## config.mk

```make
export PLATFORM = sky130hd
export DESIGN_NAME = tmr_host_if
export DESIGN_NICKNAME = d
export VERILOG_FILES = /design/src/rtl/tmr_host_pkg.sv /design/src/rtl/tmr_ctrl_decode.sv /design/src/rtl/tmr_chan_port.sv /design/src/rtl/tmr_host_if.sv
export SDC_FILE = /design/constraint.sdc
export NUM_CORES = 1
export LEC_CHECK = 0
export ABC_AREA = 1
export BUFFER_PORTS_ARGS = -buffer_cell sky130_fd_sc_hd__buf_2
export CORE_AREA = 2 2 138 140
export CTS_CLUSTER_SIZE = 20
export DETAILED_ROUTE_END_ITERATION = 7
export DIE_AREA = 0 0 140 142
export PLACE_DENSITY = 0.68
export SLEW_MARGIN = 0
export SYNTH_ARGS = -nofsm -noshare
export SYNTH_HDL_FRONTEND = slang
export SYNTH_SLANG_ARGS = --single-unit
```

## constraint.sdc

```tcl
create_clock -name clk -period 3.4 [get_ports clk]
set_clock_uncertainty 0.15 [all_clocks]
set_input_delay 0.51 -clock clk [delete_from_list [all_inputs] [get_ports clk]]
set_output_delay 0.51 -clock clk [all_outputs]
set_load 0.03 [all_outputs]
```

## src/rtl/tmr_host_pkg.sv

```systemverilog
package tmr_host_pkg;
  // Access modes; ACC_NONE doubles as "no latched count pending".
  typedef enum logic [1:0] {
    ACC_NONE = 2'd0,
    ACC_LO   = 2'd1,
    ACC_HI   = 2'd2,
    ACC_WORD = 2'd3
  } acc_e;

  typedef struct packed {
    acc_e       acc;
    logic [2:0] mode;
    logic       bcd;
  } chan_cfg_t;

  localparam logic [1:0] CTRL_ADDR = 2'd3;
endpackage

```

## src/rtl/tmr_ctrl_decode.sv

```systemverilog
module tmr_ctrl_decode #(
  parameter int NUM_CH = 3,
  parameter int DATA_W = 8
) (
  input  logic              wr_en,
  input  logic [1:0]        addr,
  input  logic [DATA_W-1:0] wdata,
  output logic [NUM_CH-1:0] cfg_we,
  output logic [NUM_CH-1:0] cnt_lat_req,
  output logic [NUM_CH-1:0] sts_lat_req,
  output logic [NUM_CH-1:0] data_we
);
  import tmr_host_pkg::*;

  logic ctrl_wr;
  logic is_rdbk;
  logic is_latch;

  assign ctrl_wr  = wr_en && (addr == CTRL_ADDR);
  assign is_rdbk  = (wdata[7:6] == 2'd3);
  assign is_latch = (wdata[5:4] == 2'd0);

  for (genvar i = 0; i < NUM_CH; i++) begin : g_dec
    logic named;
    logic picked;
    assign named  = (wdata[7:6] == 2'(i));
    assign picked = wdata[1+i];
    assign cfg_we[i]      = ctrl_wr && !is_rdbk && named && !is_latch;
    assign cnt_lat_req[i] = ctrl_wr && ((!is_rdbk && named && is_latch) ||
                                        (is_rdbk && picked && !wdata[5]));
    assign sts_lat_req[i] = ctrl_wr && is_rdbk && picked && !wdata[4];
    assign data_we[i]     = wr_en && (addr == 2'(i));
  end

  // bits 3:1 and 0 are consumed by the channel registers
  logic unused_ok;
  assign unused_ok = ^{wdata[DATA_W-1:0]} & 1'b0;
endmodule

```

## src/rtl/tmr_chan_port.sv

```systemverilog
module tmr_chan_port #(
  parameter int DATA_W = 8,
  localparam int CNT_W = 2 * DATA_W
) (
  input  logic              clk,
  input  logic              rst,
  input  logic              cfg_we,
  input  logic              cnt_lat_req,
  input  logic              sts_lat_req,
  input  logic              data_we,
  input  logic              data_re,
  input  logic [DATA_W-1:0] wdata,
  input  logic [CNT_W-1:0]  live_cnt,
  input  logic              out_lvl,
  output logic [DATA_W-1:0] rd_byte,
  output logic              load_stb,
  output logic [CNT_W-1:0]  load_val,
  output logic [2:0]        mode,
  output logic              bcd
);
  import tmr_host_pkg::*;

  chan_cfg_t         cfg;
  logic              wr_hi, rd_hi;
  logic [DATA_W-1:0] wr_hold;
  acc_e              lat_kind;
  logic [CNT_W-1:0]  lat_val;
  logic              sts_pend;
  logic [DATA_W-1:0] sts_val;

  assign mode = cfg.mode;
  assign bcd  = cfg.bcd;

  // byte returned by a read in the current cycle: status, latch, live
  always_comb begin
    if (sts_pend) begin
      rd_byte = sts_val;
    end else if (lat_kind != ACC_NONE) begin
      case (lat_kind)
        ACC_HI:  rd_byte = lat_val[CNT_W-1:DATA_W];
        default: rd_byte = lat_val[DATA_W-1:0];
      endcase
    end else begin
      case (cfg.acc)
        ACC_HI:   rd_byte = live_cnt[CNT_W-1:DATA_W];
        ACC_WORD: rd_byte = rd_hi ? live_cnt[CNT_W-1:DATA_W] : live_cnt[DATA_W-1:0];
        default:  rd_byte = live_cnt[DATA_W-1:0];
      endcase
    end
  end

  always_ff @(posedge clk) begin
    if (rst) begin
      cfg      <= '{acc: ACC_WORD, mode: 3'd0, bcd: 1'b0};
      wr_hi    <= 1'b0;
      rd_hi    <= 1'b0;
      wr_hold  <= '0;
      lat_kind <= ACC_NONE;
      lat_val  <= '0;
      sts_pend <= 1'b0;
      sts_val  <= '0;
      load_stb <= 1'b0;
      load_val <= '0;
    end else begin
      load_stb <= 1'b0;
      if (data_re) begin
        if (sts_pend) begin
          sts_pend <= 1'b0;
        end else if (lat_kind != ACC_NONE) begin
          lat_kind <= (lat_kind == ACC_WORD) ? ACC_HI : ACC_NONE;
        end else if (cfg.acc == ACC_WORD) begin
          rd_hi <= !rd_hi;
        end
      end
      if (data_we) begin
        case (cfg.acc)
          ACC_LO: begin
            load_stb <= 1'b1;
            load_val <= {{DATA_W{1'b0}}, wdata};
          end
          ACC_HI: begin
            load_stb <= 1'b1;
            load_val <= {wdata, {DATA_W{1'b0}}};
          end
          ACC_WORD: begin
            if (wr_hi) begin
              load_stb <= 1'b1;
              load_val <= {wdata, wr_hold};
              wr_hi    <= 1'b0;
            end else begin
              wr_hold <= wdata;
              wr_hi   <= 1'b1;
            end
          end
          default: ;
        endcase
      end
      if (cnt_lat_req && (lat_kind == ACC_NONE)) begin
        lat_val  <= live_cnt;
        lat_kind <= cfg.acc;
      end
      if (sts_lat_req && !sts_pend) begin
        sts_val  <= {out_lvl, 1'b0, cfg.acc, cfg.mode, cfg.bcd};
        sts_pend <= 1'b1;
      end
      if (cfg_we) begin
        cfg   <= '{acc: acc_e'(wdata[5:4]), mode: wdata[3:1], bcd: wdata[0]};
        wr_hi <= 1'b0;
        rd_hi <= 1'b0;
      end
    end
  end
endmodule

```

## src/rtl/tmr_host_if.sv

```systemverilog
module tmr_host_if #(
  parameter int NUM_CH = 3,
  parameter int DATA_W = 8,
  localparam int CNT_W = 2 * DATA_W
) (
  input  logic                    clk,
  input  logic                    rst,
  input  logic [1:0]              addr,
  input  logic                    wr_en,
  input  logic                    rd_en,
  input  logic [DATA_W-1:0]       wdata,
  output logic [DATA_W-1:0]       rdata,
  input  logic [NUM_CH*CNT_W-1:0] live_cnt,
  input  logic [NUM_CH-1:0]       ch_out,
  output logic [NUM_CH-1:0]       load_stb,
  output logic [NUM_CH*CNT_W-1:0] load_val,
  output logic [NUM_CH*3-1:0]     ch_mode,
  output logic [NUM_CH-1:0]       ch_bcd
);
  logic [NUM_CH-1:0] cfg_we, cnt_lat_req, sts_lat_req, data_we;
  logic [DATA_W-1:0] rd_byte [NUM_CH];
  logic [DATA_W-1:0] rd_sel;

  tmr_ctrl_decode #(.NUM_CH(NUM_CH), .DATA_W(DATA_W)) u_dec (
    .wr_en       (wr_en),
    .addr        (addr),
    .wdata       (wdata),
    .cfg_we      (cfg_we),
    .cnt_lat_req (cnt_lat_req),
    .sts_lat_req (sts_lat_req),
    .data_we     (data_we)
  );

  for (genvar i = 0; i < NUM_CH; i++) begin : g_ch
    tmr_chan_port #(.DATA_W(DATA_W)) u_ch (
      .clk         (clk),
      .rst         (rst),
      .cfg_we      (cfg_we[i]),
      .cnt_lat_req (cnt_lat_req[i]),
      .sts_lat_req (sts_lat_req[i]),
      .data_we     (data_we[i]),
      .data_re     (rd_en && (addr == 2'(i))),
      .wdata       (wdata),
      .live_cnt    (live_cnt[i*CNT_W +: CNT_W]),
      .out_lvl     (ch_out[i]),
      .rd_byte     (rd_byte[i]),
      .load_stb    (load_stb[i]),
      .load_val    (load_val[i*CNT_W +: CNT_W]),
      .mode        (ch_mode[i*3 +: 3]),
      .bcd         (ch_bcd[i])
    );
  end

  always_comb begin
    rd_sel = '0;
    for (int i = 0; i < NUM_CH; i++) begin
      if (addr == 2'(i)) rd_sel = rd_byte[i];
    end
  end

  always_ff @(posedge clk) begin
    if (rst) begin
      rdata <= '0;
    end else if (rd_en) begin
      rdata <= rd_sel;
    end
  end
endmodule

```

==> impl_metrics.ini <==
[layout]
diodes = 0
nFillCells = 1832
syn_to_final_growth_pct = 13.3
layout_commonest_cell = nand2_1
nets = 1351
layout_common_cells = nand2_1, dfxtp_1, o21ai_0, a21oi_1, buf_2
drive_above_1_share_pct = 17.2
finalNonFillerCells = 1521

[place]
dp_worst_setup_slack_ns = 0.937
placedCellCount = 1489
io_buffers = 135
place.gp.congestion = 0.861
dp_hpwl_mm = 16.3

[sta]
worst_pin_slew_ns = 0.737
rsz0062_at_grt = false
period_share_pct = 74.2
timing.fmax_mhz = 396
min_period_ns = 2.52
hold_ws_ns = 0.167
setup_tns_ns = 0
drv_slew = 0
fin_ws_ns = 0.877
slew_headroom_pct = 50.5
hold_viol = 0
finalSetupViolations = 0

[pwr]
comb_power_share_pct = 9.7
p_int_uw = 3450
power_density_nw_per_um2 = 480
swShare_pct = 26.5
clock_power_share_pct = 42.6
p_leak_uw = 0.00436
sequentialPowerShare_pct = 47.7
vdd_drop_max_v = 0.000398
p_switching_uw = 1250

[detailed_routing]
drt_iter0_drc = 879
ant_nets = 0
wl_per_cell_um = 15.6
dr.pass1.iters = 8
num_vias = 8083
drc = 8
viasPerCell = 5.31
routed_wl_mm = 23.8

[global_routing]
met2_usage_pct = 39.7
grt_pass1_wl_mm = 37.9
met1_usage_pct = 32.0
track_usage_pct = 23.8
top_usage_layer = met2
grt_pass1_vias = 7470
grtUsageMet3_pct = 4.07
antenna_found_initial = 0
grt-ovfl-total = 0
grt_max_degree = 64

[critical_path]
crit_required_ns = 3.54
crit_type = flop to flop
cpMostUsedCell = nand2_1
cp_cell_sequence = ha_1 > inv_2 > nand2_2 > nand2_1 > nand2_1 > nand2_1 > nand2_1 > nand2_1 > nand2_1 > a21oi_1 > nand2_1 > a21oi_1
crit_fanout = 14
worst-path-buf-inv = 1
cp-start-kind = flop
cpMaxStageDelayCell = ha_1
cpPeakStageDelay_ns = 0.50
cp_top_family = simple AND/OR/NAND/NOR gates
worstPathArrival_ns = 2.67
end_kind = flop

[run]
drv.max_cap_violation_count = 0

[clocking]
clk_root_buffer_cell = clkbuf_16
htree_levels = 4
clkLatencyLatePin_ns = 0.43
post_cts.repair.setup_buffers = 0
cts.sinks = 185
cts-resized-gates = 0
cts_hold_buf = 0
cts_tree = done
clkTransAtPathRegs_ns = 0.07
cts_buffer_depth = 2
cts_made_buffers = 17

[yosys]
syn_nets = 1271
synth_cells = 1194
synth_warnings = 0
synth_area_sq_um = 8640
synth_seq_area_share_pct = 42.9
synth.ff_latch_count = 185
synth_area_per_cell_sq_um = 7.23
synth.distinct_cells = 45

[floorplan]
rows = 50
fp.dieW_um = 140
start_util_pct = 46.8
ioPinCount = 136
die-area_sq_um = 19900
die_height_um = 142
core_area_sq_um = 18500

[worst_hold_path]
hold_path_class = input pin to flop

[status]
status = finished with violations
violations = design-rule violations
==> synthesized netlist by cell type, drive strengths merged <==
cell,n,area share (%)
nand3b,1,0.087
nor2,137,6.9
nor4,3,0.22
o211ai,2,0.17
nand4,4,0.43
and2,1,0.072
dfxtp,185,43
buf,54,4.4
o221ai,5,0.51
a21oi,138,8.0
clkbuf,27,1.2
nand2,240,11
a211oi,6,0.58
o21ai,144,8.4
a22oi,8,0.70
a31oi,15,1.1
mux2i,2,0.23
or2,1,0.072
o2111ai,1,0.10
ha,12,1.7
a32oi,1,0.19
o22ai,7,0.51
inv,103,4.5
clkinv,4,0.19
xor2,3,0.30
a311oi,2,0.20
nand3,79,4.8
o32ai,1,0.19
nor3,8,0.85
==> final cells by class <==
class	instances	area, sq um	area share, %
Clock buffer	18	429	4.39
Inverter	107	405	4.14
Clock inverter	14	164	1.68
Multi-Input combinational cell	821	4050	41.4
Timing Repair Buffer	142	741	7.57
Tap cell	234	293	2.99
Sequential cell	185	3700	37.9
==> routing by layer <==
layer | up-vias | wire length (um)
met5 | - | 0
met4 | 0 | 300
met3 | 20 | 1450
met2 | 228 | 11200
met1 | 3738 | 10800
li1 | 4097 | -
==> flip-flops by register name, indices dropped and copies added, names as in the netlist, 6 cells and up <==
name	cells
g_ch.u_ch.wr_hold	24
g_ch.u_ch.lat_val	48
rdata	8
g_ch.u_ch.lat_kind	6
g_ch.u_ch.load_val	48
g_ch.u_ch.sts_val	21
g_ch.u_ch.cfg	6
g_ch.u_ch.mode	9
==> power groups by stage <==
| stage | logic [uW] | clock network (uW) | registers, uW |
|---|---|---|---|
| final | 456 | 2000 | 2240 |
| after global routing | 508 | 2120 | 2250 |
| after CTS | 453 | 2030 | 2240 |
| after detailed placement | 451 | 0 | 2290 |
| after global placement | 449 | 0 | 2290 |
| after floorplan | 287 | 0 | 2310 |
==> worst min-delay path: cells and delay by family <==
kind	cells	cell delay [ns]
AND/OR/NAND/NOR	2	0.12
buffers and inverters	1	0.09
==> cells by family after synthesis <==
| family | after synthesis | synth area share [%] |
|---|---|---|
| AND/OR/NAND/NOR | 474 | 23.9 |
| AO/OA/AOI/OAI | 330 | 20.7 |
| buffers and inverters | 188 | 10.3 |
| flip-flops | 185 | 42.9 |
| adder cells (fa/ha/maj) | 12 | 1.74 |
| XOR/XNOR | 3 | 0.304 |
| multiplexers | 2 | 0.232 |
==> worst paths after layout <==
kind / start / end / slack (ns) / cells after the start
worst max-delay path: g_ch[2].u_ch.cfg[5] / rdata[2] / 0.88 / 12
worst min register to register: g_ch[2].u_ch.sts_val[4] / g_ch[2].u_ch.sts_val[4] / 0.30 / 2
worst max register to register: g_ch[2].u_ch.cfg[5] / rdata[2] / 0.88 / 12
worst min-delay path: live_cnt[15] / g_ch[0].u_ch.lat_val[15] / 0.17 / 3
==> metrics by stage <==
step	power [uW]	cell area [sq um]	util (%)
after global routing	4880	9780	53.0
after global placement	2740	9190	49.8
final	4700	9780	53.0
after detailed placement	2740	9190	49.8
after floorplan	2600	8640	-
after CTS	4730	9780	53.0
(Power assumes the default switching activity.)
